`src/rtl/cmdc_pkg.sv`:
```
// Shared types for the command issue controller.
// Assumes a 32-bit command word; flag positions are fixed by software.
package cmdc_pkg;
    localparam int CMD_W = 32;
    localparam logic [5:0] STOP_INDEX = 6'd12;

    typedef enum logic [3:0] {
        ST_IDLE, ST_WAIT, ST_INIT, ST_SEND, ST_RECV,
        ST_TDONE, ST_DATA, ST_ASEND, ST_ARECV, ST_CLK
    } cmdc_state_t;

    typedef struct packed {
        logic       start;
        logic       clk_only;
        logic       init_seq;
        logic       abort;
        logic       wait_prev;
        logic       auto_stop;
        logic       write;
        logic       has_data;
        logic       crc_chk;
        logic       long_rsp;
        logic       rsp;
        logic [5:0] index;
    } cmdc_fields_t;

    // Split a command word into its control flags.
    function automatic cmdc_fields_t decode_cmd(input logic [CMD_W-1:0] w);
        cmdc_fields_t f;
        f.start     = w[31];
        f.clk_only  = w[21];
        f.init_seq  = w[15];
        f.abort     = w[14];
        f.wait_prev = w[13];
        f.auto_stop = w[12];
        f.write     = w[10];
        f.has_data  = w[9];
        f.crc_chk   = w[8];
        f.long_rsp  = w[7];
        f.rsp       = w[6];
        f.index     = w[5:0];
        return f;
    endfunction
endpackage

```
`src/rtl/cmdc_burst_cnt.sv`:
```
// Initialisation burst counter: while run is high it counts cycles and
// flags the last one of COUNT. Assumes run stays high until last is seen.
module cmdc_burst_cnt #(
    parameter int COUNT = 80
) (
    input  logic clk,
    input  logic rst_n,
    input  logic run,
    output logic last
);
    localparam int W = $clog2(COUNT + 1);
    localparam logic [W-1:0] CNT_LAST = W'(COUNT - 1);

    logic [W-1:0] cnt;

    // Count while running, restart from zero otherwise.
    always_ff @(posedge clk) begin
        if (!rst_n || !run) cnt <= '0;
        else                cnt <= cnt + 1'b1;
    end

    assign last = run && (cnt == CNT_LAST);

    // the burst never runs past its configured length.
    a_r5_count_bound: assert property (@(posedge clk) disable iff (!rst_n)
        run |-> (cnt <= CNT_LAST));
endmodule

```
`src/rtl/cmdc_resp_store.sv`:
```
// Response word store: word 0 takes every accepted response, the upper
// words only long ones. Assumes din holds word 0 in its lowest bits.
module cmdc_resp_store #(
    parameter int WORD_W = 32,
    parameter int WORDS  = 4
) (
    input  logic                     clk,
    input  logic                     rst_n,
    input  logic                     we,
    input  logic                     we_long,
    input  logic [WORD_W*WORDS-1:0]  din,
    output logic [WORD_W*WORDS-1:0]  dout
);
    localparam int TOT = WORD_W * WORDS;

    for (genvar g = 0; g < WORDS; g++) begin : g_word
        localparam bit LOW_WORD = (g == 0);
        logic [WORD_W-1:0] word_q;

        // Capture this word when the response size covers it.
        always_ff @(posedge clk) begin
            if (!rst_n)                          word_q <= '0;
            else if (we && (LOW_WORD || we_long)) word_q <= din[g*WORD_W +: WORD_W];
        end

        assign dout[g*WORD_W +: WORD_W] = word_q;
    end

    // a short response leaves the upper words alone.
    a_r7_short_keeps_upper: assert property (@(posedge clk) disable iff (!rst_n)
        (we && !we_long) |=> (dout[TOT-1:WORD_W] == $past(dout[TOT-1:WORD_W])));
endmodule

```
`src/rtl/cmdc_seq.sv`:
```
// Command sequencer: walks wait, init, send, receive, data and auto-stop
// phases as selected by the flags. Assumes each done input is a one-cycle
// pulse given only while the matching request is high.
module cmdc_seq
    import cmdc_pkg::*;
(
    input  logic clk,
    input  logic rst_n,
    input  logic start,
    input  logic clk_only,
    input  logic wait_prev,
    input  logic init_seq,
    input  logic rsp,
    input  logic has_data,
    input  logic auto_stop,
    input  logic crc_chk,
    input  logic data_busy,
    input  logic burst_last,
    input  logic tx_done,
    input  logic rx_done,
    input  logic rx_timeout,
    input  logic rx_crc_err,
    input  logic data_over_in,
    output logic finish,
    output logic clk_load,
    output logic init_run,
    output logic tx_req,
    output logic stop_phase,
    output logic rx_req,
    output logic data_active,
    output logic resp_we,
    output logic ev_cmd_done,
    output logic ev_auto_done,
    output logic ev_resp_timeout,
    output logic ev_resp_crc,
    output logic ev_data_over
);
    cmdc_state_t state, nxt;
    cmdc_state_t lead;
    logic rsp_ok;

    assign lead   = init_seq ? ST_INIT : ST_SEND;
    assign rsp_ok = (state == ST_RECV) && rx_done && !rx_timeout;

    // Next-state selection for each phase.
    always_comb begin
        nxt = state;
        case (state)
            ST_IDLE:  if (start) begin
                          if (clk_only)                    nxt = ST_CLK;
                          else if (wait_prev && data_busy) nxt = ST_WAIT;
                          else                             nxt = lead;
                      end
            ST_WAIT:  if (!data_busy) nxt = lead;
            ST_INIT:  if (burst_last) nxt = ST_SEND;
            ST_SEND:  if (tx_done) nxt = rsp ? ST_RECV : (has_data ? ST_DATA : ST_IDLE);
            ST_RECV:  if (rx_done) nxt = rx_timeout ? ST_TDONE : (has_data ? ST_DATA : ST_IDLE);
            ST_TDONE: nxt = ST_IDLE;
            ST_DATA:  if (data_over_in) nxt = auto_stop ? ST_ASEND : ST_IDLE;
            ST_ASEND: if (tx_done) nxt = ST_ARECV;
            ST_ARECV: if (rx_done) nxt = ST_IDLE;
            ST_CLK:   nxt = ST_IDLE;
            default:  nxt = ST_IDLE;
        endcase
    end

    // State register.
    always_ff @(posedge clk) begin
        if (!rst_n) state <= ST_IDLE;
        else        state <= nxt;
    end

    assign finish      = (state != ST_IDLE) && (nxt == ST_IDLE);
    assign clk_load    = (state == ST_CLK);
    assign init_run    = (state == ST_INIT);
    assign stop_phase  = (state == ST_ASEND) || (state == ST_ARECV);
    assign tx_req      = (state == ST_SEND) || (state == ST_ASEND);
    assign rx_req      = (state == ST_RECV) || (state == ST_ARECV);
    assign data_active = (state == ST_DATA);
    assign resp_we     = rsp_ok;

    // Registered one-cycle event pulses.
    always_ff @(posedge clk) begin
        if (!rst_n) begin
            ev_cmd_done     <= 1'b0;
            ev_auto_done    <= 1'b0;
            ev_resp_timeout <= 1'b0;
            ev_resp_crc     <= 1'b0;
            ev_data_over    <= 1'b0;
        end else begin
            ev_cmd_done     <= ((state == ST_SEND) && tx_done && !rsp) || rsp_ok
                               || (state == ST_TDONE);
            ev_resp_timeout <= (state == ST_RECV) && rx_done && rx_timeout;
            ev_resp_crc     <= rsp_ok && crc_chk && rx_crc_err;
            ev_data_over    <= (state == ST_DATA) && data_over_in;
            ev_auto_done    <= (state == ST_ARECV) && rx_done;
        end
    end

    // a timeout is always followed by command done.
    a_r9_timeout_then_done: assert property (@(posedge clk) disable iff (!rst_n)
        ev_resp_timeout |=> ev_cmd_done);
    // no send while the wait on a busy data path is held.
    a_r4_wait_holds: assert property (@(posedge clk) disable iff (!rst_n)
        (state == ST_WAIT && data_busy) |=> !tx_req);
    // a CRC event only ever comes with command done.
    a_r8_crc_with_done: assert property (@(posedge clk) disable iff (!rst_n)
        ev_resp_crc |-> ev_cmd_done);
endmodule

```
`src/rtl/cmd_issue_ctrl.sv`:
```
// Card command issue controller top: holds the command and argument words,
// decodes the flags, drives the serialiser handshakes through the sequencer
// and keeps the response words. Assumes handshake inputs obey the requests.
module cmd_issue_ctrl
    import cmdc_pkg::*;
#(
    parameter int INIT_CYCLES = 80,
    parameter int RESP_WORDS  = 4,
    parameter int WORD_W      = 32
) (
    input  logic                         clk,
    input  logic                         rst_n,
    input  logic                         cmd_wr,
    input  logic [31:0]                  cmd_wdata,
    input  logic                         arg_wr,
    input  logic [31:0]                  arg_wdata,
    output logic [31:0]                  cmd_rdata,
    input  logic                         data_busy,
    output logic                         clk_load,
    output logic                         init_active,
    output logic                         tx_req,
    output logic [5:0]                   tx_index,
    output logic [31:0]                  tx_arg,
    output logic                         tx_abort,
    input  logic                         tx_done,
    output logic                         rx_req,
    output logic                         rx_long,
    input  logic                         rx_done,
    input  logic                         rx_timeout,
    input  logic                         rx_crc_err,
    input  logic [RESP_WORDS*WORD_W-1:0] rx_data,
    output logic                         data_active,
    output logic                         data_write,
    input  logic                         data_over_in,
    output logic                         ev_cmd_done,
    output logic                         ev_auto_done,
    output logic                         ev_resp_timeout,
    output logic                         ev_resp_crc,
    output logic                         ev_data_over,
    output logic [RESP_WORDS*WORD_W-1:0] resp_words
);
    logic [CMD_W-1:0] cmd_q;
    logic [31:0]      arg_q;
    cmdc_fields_t     f;
    logic finish, init_run, burst_last, stop_phase, resp_we;

    assign f = decode_cmd(cmd_q);

    // Command word: locked while running, start bit cleared at the end.
    always_ff @(posedge clk) begin
        if (!rst_n)                      cmd_q     <= '0;
        else if (finish)                 cmd_q[31] <= 1'b0;
        else if (cmd_wr && !cmd_q[31])   cmd_q     <= cmd_wdata;
    end

    // Argument word: locked while a command runs.
    always_ff @(posedge clk) begin
        if (!rst_n)                      arg_q <= '0;
        else if (arg_wr && !cmd_q[31])   arg_q <= arg_wdata;
    end

    cmdc_seq i_seq (
        .clk(clk), .rst_n(rst_n),
        .start(f.start), .clk_only(f.clk_only), .wait_prev(f.wait_prev),
        .init_seq(f.init_seq), .rsp(f.rsp), .has_data(f.has_data),
        .auto_stop(f.auto_stop), .crc_chk(f.crc_chk),
        .data_busy(data_busy), .burst_last(burst_last),
        .tx_done(tx_done), .rx_done(rx_done), .rx_timeout(rx_timeout),
        .rx_crc_err(rx_crc_err), .data_over_in(data_over_in),
        .finish(finish), .clk_load(clk_load), .init_run(init_run),
        .tx_req(tx_req), .stop_phase(stop_phase), .rx_req(rx_req),
        .data_active(data_active), .resp_we(resp_we),
        .ev_cmd_done(ev_cmd_done), .ev_auto_done(ev_auto_done),
        .ev_resp_timeout(ev_resp_timeout), .ev_resp_crc(ev_resp_crc),
        .ev_data_over(ev_data_over)
    );

    cmdc_burst_cnt #(.COUNT(INIT_CYCLES)) i_burst (
        .clk(clk), .rst_n(rst_n), .run(init_run), .last(burst_last)
    );

    cmdc_resp_store #(.WORD_W(WORD_W), .WORDS(RESP_WORDS)) i_resp (
        .clk(clk), .rst_n(rst_n), .we(resp_we), .we_long(f.long_rsp),
        .din(rx_data), .dout(resp_words)
    );

    assign cmd_rdata   = cmd_q;
    assign init_active = init_run;
    assign tx_index    = stop_phase ? STOP_INDEX : f.index;
    assign tx_arg      = stop_phase ? 32'd0 : arg_q;
    assign tx_abort    = stop_phase || f.abort;
    assign rx_long     = !stop_phase && f.long_rsp;
    assign data_write  = data_active && f.write;

    // a write during a running command leaves the word unchanged.
    a_r2_busy_write_ignored: assert property (@(posedge clk) disable iff (!rst_n)
        (cmd_q[31] && cmd_wr && !finish) |=> (cmd_rdata == $past(cmd_rdata)));
    // the start bit stays set until the sequence finishes.
    a_r1_start_held: assert property (@(posedge clk) disable iff (!rst_n)
        (cmd_q[31] && !finish) |=> cmd_rdata[31]);
    // a clock reload ends the command on the next edge.
    a_r3_clk_clears_start: assert property (@(posedge clk) disable iff (!rst_n)
        clk_load |=> !cmd_rdata[31]);
    // the data phase only runs for commands that carry data.
    a_r10_data_flag: assert property (@(posedge clk) disable iff (!rst_n)
        data_active |-> cmd_rdata[9]);
endmodule

```
`config.mk`:
```
export PLATFORM = sky130hd
export DESIGN_NAME = cmd_issue_ctrl
export DESIGN_NICKNAME = d
export VERILOG_FILES = /design/src/rtl/cmdc_pkg.sv /design/src/rtl/cmdc_burst_cnt.sv /design/src/rtl/cmdc_resp_store.sv /design/src/rtl/cmdc_seq.sv /design/src/rtl/cmd_issue_ctrl.sv
export SDC_FILE = /design/constraint.sdc
export NUM_CORES = 1
export LEC_CHECK = 0
export ABC_AREA = 1
export ABC_CLOCK_PERIOD_IN_PS = 2200
export CORE_AREA = 2 2 161 163
export CTS_CLUSTER_SIZE = 16
export DETAILED_ROUTE_END_ITERATION = 12
export DIE_AREA = 0 0 163 165
export DONT_BUFFER_PORTS = 1
export GPL_ROUTABILITY_DRIVEN = 0
export SYNTH_ARGS = -nofsm -noshare
export SYNTH_HDL_FRONTEND = slang
export SYNTH_HIERARCHICAL = 1
export SYNTH_SLANG_ARGS = --single-unit
```
`constraint.sdc`:
```
create_clock -name clk -period 2.2 [get_ports clk]
set_input_delay 0.44 -clock clk [delete_from_list [all_inputs] [get_ports clk]]
set_output_delay 0.44 -clock clk [all_outputs]
set_load 0.03 [all_outputs]
```
# Yosys cells after proc, flatten, opt, wreduce, memory -nomap -nowiden
# Cells that the tools add are included.
# word_totals
ff_bits,208
input_bits,202
out_inout_bits,211
wordCells,80
# classes
addsub,1
eq_ne,10
muxes,18
bitwise,2
reduce_logical,35
# ops
cell,n
$mux W4,12
$mux W32,1
$pmux W4 S8,1
$logic_and A1 B1 Y1,17
$eq A4 B3 Y1 const B,4
$eq A4 B2 Y1 const B,2
$eq A4 B4 Y1 const B,2
$logic_not A4 Y1,2
$add A7 B1 Y7 const B,1
$eq A7 B7 Y1 const B,1
$logic_or A1 B1 Y1,7
$logic_not A1 Y1,6
$mux W3,2
$mux W6,1
$eq A4 B1 Y1 const B,1
$reduce_bool A4 Y1,1
$not A1 Y1,2
$reduce_and A2 Y1,1
$reduce_or A2 Y1,1
$mux W1,1

# Logic depth before layout (Yosys ltp)
# depth
ltp_word,9
mapped_depth,19
mapped_depth_nobuf,18

# Cells and area by module
# Netlist, hierarchy kept.
# modules_own_cells
module,instances,cells_per_inst,area_per_inst_um2
cmdc_resp_store,1,747,5013.6
cmd_issue_ctrl,1,421,2743.9
cmdc_seq,1,116,640.6
cmdc_burst_cnt,1,40,295.3

# Worst setup path before layout
# Ideal clock, no wire load.
# synth_path
kind,register to register
from,register i_seq.state[1]
to,"register cmd_q[0], in the netlist cmd_rdata[0]"
setup_ps,113
arrival_ps,1920
t_required_ps,2087
path_slack_ps,168
stages_incl_launch_ff,19
cell_sequence,dfxtp_1 inv_1 nor2_1 nand2_1 inv_1 nand3_1 nor2_1 inv_1 nor2_1 nor2_1 nand2_1 nor2_2 nand2_1 nor2_1 inv_2 nand3_4 buf_2 nor2_1 nor2_1
# synth_between
elab_chain_cells,8
# synth_rtl
item,line_no,text
"start, declared",cmdc_seq.sv:38,"cmdc_state_t state, nxt;"
"start signal, assigned",cmdc_seq.sv:70,else state <= nxt;
$eq A4 B2 Y1,cmdc_seq.sv:75,assign init_run = (state == ST_INIT);
via init_active,cmd_issue_ctrl.sv:20,"output logic init_active,"
$logic_and A1 B1 Y1,cmdc_burst_cnt.sv:22,assign last = run && (cnt == CNT_LAST);
via burst_last,cmd_issue_ctrl.sv:45,"logic finish, init_run, burst_last, stop_phase, resp_we;"
$mux W4,cmdc_seq.sv:55,ST_INIT: if (burst_last) nxt = ST_SEND;
$pmux W4 S8,cmdc_seq.sv:48,case (state)
$logic_not A4 Y1,cmdc_seq.sv:73,assign finish = (state != ST_IDLE) && (nxt == ST_IDLE);
$logic_and A1 B1 Y1,cmdc_seq.sv:73,
via finish,cmd_issue_ctrl.sv:45,
$not A1 Y1 (no source line),n/a,
$reduce_and A2 Y1 (no source line),n/a,
"end signal, assigned",cmd_issue_ctrl.sv:53,else if (cmd_wr && !cmd_q[31]) cmd_q <= cmd_wdata;
"end, declared",cmd_issue_ctrl.sv:42,logic [CMD_W-1:0] cmd_q;
# The timed path passes the listed nets, and every way through them passes these cells.
# A chain may end at the register's enable or synchronous reset.

# Final worst setup path
# layout_path
from,register i_seq.state[3]
to,output tx_index[1]
# layout_between
elab_chain_cells,3
# layout_rtl
item,line_no,text
$eq A4 B3 Y1 or $eq A4 B4 Y1 (tied branches),cmdc_seq.sv:76,assign stop_phase = (state == ST_ASEND) || (state == ST_ARECV);
$logic_or A1 B1 Y1 (*),cmdc_seq.sv:76,
via stop_phase,cmd_issue_ctrl.sv:45,
$mux W6 (*),cmd_issue_ctrl.sv:89,assign tx_index = stop_phase ? STOP_INDEX : f.index;
"end, declared",cmd_issue_ctrl.sv:22,"output logic [5:0] tx_index,"
# Mark *: on every way through the listed nets, which the timed path passes. The rest lies on a longest branch.

==> flow_metrics.env <==
export IMPL_share_clk_of_total_power_pct=37.8
export IMPL_final_hold_viol_count=0
export IMPL_layout_worst_path_cycle_share_pct=105
export IMPL_hp_class="in -> reg"
export IMPL_irDropWorstVdd_mv=0.694
export IMPL_routed_wirelength_mm=26.8
export IMPL_pwr_share_comb_pct=21.5
export IMPL_grt_overall_usage_pct=17.8
export IMPL_nNetsFinal=1574
export IMPL_postSynthCellCount=1324
export IMPL_die_footprint_sq_um=26900
export IMPL_grt_start_max_net_pins=199
export IMPL_avgViaCountPerCell=4.49
export IMPL_worst_ep_arrival_time_ns=1.86
export IMPL_synth_area_sq_um=8690
export IMPL_critPathKind="reg -> out"
export IMPL_detail_route_antenna_nets=0
export IMPL_postLayoutSetupSlackWorst_ns=-0.0991
export IMPL_yosys_warnings=6
export IMPL_num_io_pins=413
export IMPL_setup_worst_path_start_class="register"
export IMPL_cp_num_buf_inv=5
export IMPL_postSynthAreaPerCell_sq_um=6.57
export IMPL_tritoncts_num_sinks=208
export IMPL_power_density_normalized_to_cell_area_nw_per_um2=1010
export IMPL_netSwitchingPower_mw=3.52
export IMPL_antenna_found_initial=1
export IMPL_timing_critical_path_cells="buf_6 > inv_8 > nand2_4 > o21ai_4 > buf_8 > clkbuf_16 > nor2_4 > buf_6"
export IMPL_synth_lib_cells_used_distinct=25
export IMPL_grt_setup_unrepaired="yes"
export IMPL_first_global_vias=7034
export IMPL_cp_top_family="buffers and inverters"
export IMPL_most_numerous_cell_on_the_critical_path="sky130_fd_sc_hd__buf_6"
export IMPL_placement_rows=58
export IMPL_critical_path_endpoint_type="primary output"
export IMPL_fin_crit_ns=2.30
export IMPL_violations="setup timing"
export IMPL_synthToLayoutAreaGrowth_pct=25.5
export IMPL_die_height_microns=165
export IMPL_cts_root_buf="sky130_fd_sc_hd__clkbuf_16"
export IMPL_cap_violations=0
export IMPL_floorplan_initialDensity_pct=34.7
export IMPL_hold_fix_buffer_count_after_cts=0
export IMPL_fmaxAchievable_mhz=435
export IMPL_place_area_sq_um=9290
export IMPL_htree_num_levels=1
export IMPL_status="finished, violations left"
export IMPL_cp_slowest_stage_delay_ns=0.32
export IMPL_source_to_sink_clock_delay_at_the_later_pin_of_the_worst_skew_pair_ns=0.53
export IMPL_critPathSlowestCell="sky130_fd_sc_hd__dfxtp_2"
export IMPL_dp_final_hpwl_mm=18.3
export IMPL_post_route_cells_drive_above_1_share_pct=14.1
export IMPL_detail_route_iter0_violations=496
export IMPL_drc_errors=0
export IMPL_worst_skew_ns=0.0113
export IMPL_max_clock_path_buffers=3
export IMPL_cts_made_buffers=23
export IMPL_seq_power_share_pct=40.7
export IMPL_total_leakage_power_nw=5.45
export IMPL_cp_depth=8
export IMPL_hold_path_cell_count=2
export IMPL_utilization_pct=43.6
export IMPL_setup_viol_count_final=40
export IMPL_power_internal_mw=7.52
export IMPL_core_sq_um=25000
export IMPL_die_w_microns=163
export IMPL_synth_sequential_area_ratio_pct=47.9
export IMPL_syn_num_nets=1527
export IMPL_grt_remaining_overflow=0
export IMPL_worst_pin_slew_ns=0.585
export IMPL_crit_fanout=5
export IMPL_num_vias=7710
export IMPL_register_bit_total_from_synthesis=208
export IMPL_cts_tree="done"
export IMPL_grt_pass1_wl_mm=38.3
export IMPL_portBuffers=0
export IMPL_clk_pin_slew_worst_paths_ns=0.06
export IMPL_finish_instance_area_sq_um=10900
export IMPL_slew_headroom_pct=60.9
export IMPL_drt_pass1_iterations=6
export IMPL_switching_share_pct=31.9
export IMPL_wl_per_cell_microns=15.6
export IMPL_final_max_slew_violation_count=0
export IMPL_worst_ep_required_time_ns=1.76
export IMPL_ff2ff_path_depth=19
[per-stage QoR]
stage | total power [mW] | TNS, ns | setup slack, ns | hold WS (ns) | std cells
4_1_cts | 10.9 | -2.33 | -0.107 | 0.0106 | 1710
3_5_place_dp | 6.36 | 0 | 0.101 | 0.454 | 1658
3_3_place_gp | 6.33 | 0 | 0.120 | 0.447 | 1658
5_1_grt | 11.6 | -7.92 | -0.167 | 0.0203 | 1718
2_1_floorplan | 5.85 | 0 | 0.168 | 0.430 | 1324
6_report | 11.0 | -2.38 | -0.0991 | 0.0467 | 1718
[final timing paths]
kind / startpoint / to / slack, ns
max reg2reg: i_seq/state[3]$_SDFF_PN0_ / cmd_rdata[2]$_SDFFE_PN0P_ / 0.07
min reg2reg: i_burst/cnt[0]$_SDFF_PP0_ / i_burst/cnt[0]$_SDFF_PP0_ / 0.47
min: rx_data[112] / i_resp/g_word[3].word_q[16]$_SDFFE_PN0P_ / 0.05
max: i_seq/state[3]$_SDFF_PN0_ / tx_index[1] / -0.1
[cell usage after synthesis]
cell type / count / area share, %
sky130_fd_sc_hd__nand3_4: 1 / 0.20
sky130_fd_sc_hd__nand2_2: 5 / 0.36
sky130_fd_sc_hd__nand4_1: 3 / 0.22
sky130_fd_sc_hd__nor3_1: 5 / 0.29
sky130_fd_sc_hd__clkbuf_2: 2 / 0.12
sky130_fd_sc_hd__nand2_1: 293 / 13
sky130_fd_sc_hd__inv_2: 6 / 0.26
sky130_fd_sc_hd__clkbuf_1: 19 / 0.82
sky130_fd_sc_hd__and2_1: 1 / 0.072
sky130_fd_sc_hd__ha_1: 1 / 0.14
sky130_fd_sc_hd__or2_2: 1 / 0.072
sky130_fd_sc_hd__nor4_1: 1 / 0.072
sky130_fd_sc_hd__nor2_2: 4 / 0.29
sky130_fd_sc_hd__o21ai_1: 7 / 0.40
sky130_fd_sc_hd__buf_2: 27 / 1.6
sky130_fd_sc_hd__nand3_1: 14 / 0.81
sky130_fd_sc_hd__a21oi_1: 6 / 0.35
sky130_fd_sc_hd__a31oi_1: 1 / 0.072
sky130_fd_sc_hd__nor2_1: 449 / 19
sky130_fd_sc_hd__dfxtp_1: 208 / 48
sky130_fd_sc_hd__buf_4: 1 / 0.086
sky130_fd_sc_hd__inv_1: 186 / 8.0
sky130_fd_sc_hd__o21ai_0: 67 / 3.9
sky130_fd_sc_hd__buf_6: 15 / 1.9
sky130_fd_sc_hd__clkinv_2: 1 / 0.058
[worst register-to-register path, cell delays in order, from the launching register on]
cell and delay [ns]:
sky130_fd_sc_hd__dfxtp_2 0.32, sky130_fd_sc_hd__buf_4 0.13, sky130_fd_sc_hd__nor2_2 0.15, sky130_fd_sc_hd__nand2_2 0.09, sky130_fd_sc_hd__inv_1 0.07, sky130_fd_sc_hd__nand3_1 0.08, sky130_fd_sc_hd__nor2_1 0.10, sky130_fd_sc_hd__inv_1 0.04
sky130_fd_sc_hd__nor2_1 0.09, sky130_fd_sc_hd__nor2_1 0.05, sky130_fd_sc_hd__nand2_1 0.07, sky130_fd_sc_hd__nor2_2 0.04, sky130_fd_sc_hd__nand2_1 0.08, sky130_fd_sc_hd__nor2_2 0.04, sky130_fd_sc_hd__inv_2 0.14, sky130_fd_sc_hd__nand3_4 0.17
sky130_fd_sc_hd__buf_4 0.21, sky130_fd_sc_hd__nand2_1 0.06, sky130_fd_sc_hd__nand2_1 0.06, sky130_fd_sc_hd__nor2_1 0.08
[sequential cells by signal, indices dropped and copies added (netlist names)]
signal                 cells
i_resp/g_word.word_q     128
arg_q                     32
cmd_rdata                 32
i_burst/cnt                7
i_seq/state                4
i_seq/ev_auto_done         1
i_seq/ev_cmd_done          1
i_seq/ev_data_over         1
i_seq/ev_resp_crc          1
i_seq/ev_resp_timeout      1
[power groups by stage]
stage          registers (mW)  logic [mW]  clock network [mW]
6_report                 4.50        2.37                4.17
5_1_grt                  4.53        2.58                4.44
4_1_cts                  4.49        2.09                4.30
3_5_place_dp             4.56        1.81                   0
3_3_place_gp             4.56        1.78                   0
2_1_floorplan            4.58        1.28                   0
[repair_timing]
| action | CTS | global route |
|---|---|---|
| pin swaps | 18 | 18 |
| endpoints found under the setup margin | 40 | 73 |
| gates resized for setup | 88 | 49 |
| cloned | 5 | 6 |
| setup buffers | 6 | 1 |
[per-layer routing]
| layer | GRT usage (%) | vias up | wire, microns |
|---|---|---|---|
| met2 | 31.3 | 324 | 13100 |
| met5 | 0 | - | 0 |
| met3 | 7.73 | 44 | 3010 |
| met4 | 5.75 | 0 | 732 |
| li1 | - | 3975 | - |
| met1 | 19.3 | 3367 | 9950 |
[logic make-up (layout without fill, tap and decap cells)]
logic type | count (synthesis) | count (layout) | share of synthesized area, %
flip-flops | 208 | 208 | 47.9
buffers and inverters | 257 | 318 | 12.9
AND/OR/NAND/NOR | 777 | 779 | 34.4
AO/OA/AOI/OAI | 81 | 81 | 4.68
adder cells (fa/ha/maj) | 1 | 1 | 0.144
other | 0 | 1 | 0
[cell type report]
| class | instances | area [sq um] |
|---|---|---|
| Antenna cell | 1 | 2.50 |
| Clock buffer | 32 | 689 |
| Clock inverter | 9 | 140 |
| Fill cell | 2530 | 14100 |
| Inverter | 193 | 733 |
| Multi-Input combinational cell | 861 | 3750 |
| Sequential cell | 208 | 4170 |
| Tap cell | 330 | 413 |
| Timing Repair Buffer | 84 | 1010 |
[cells in the final DEF (no fill, tap or decap), types with 4 or more instances in the layout]
cell type	instances
sky130_fd_sc_hd__o21ai_1	7
sky130_fd_sc_hd__inv_2	7
sky130_fd_sc_hd__nor2_1	411
sky130_fd_sc_hd__clkbuf_16	27
sky130_fd_sc_hd__a21oi_1	6
sky130_fd_sc_hd__buf_6	36
sky130_fd_sc_hd__buf_12	5
sky130_fd_sc_hd__nor2_2	6
sky130_fd_sc_hd__o21ai_0	66
sky130_fd_sc_hd__clkinv_2	4
sky130_fd_sc_hd__nand3_1	14
sky130_fd_sc_hd__dfxtp_1	204
sky130_fd_sc_hd__buf_4	33
sky130_fd_sc_hd__clkbuf_8	8
sky130_fd_sc_hd__nor3_1	5
sky130_fd_sc_hd__nor2_4	36
sky130_fd_sc_hd__buf_16	5
sky130_fd_sc_hd__inv_1	184
sky130_fd_sc_hd__nand2_2	10
sky130_fd_sc_hd__nand2_1	286
(Power assumes the default switching activity.)
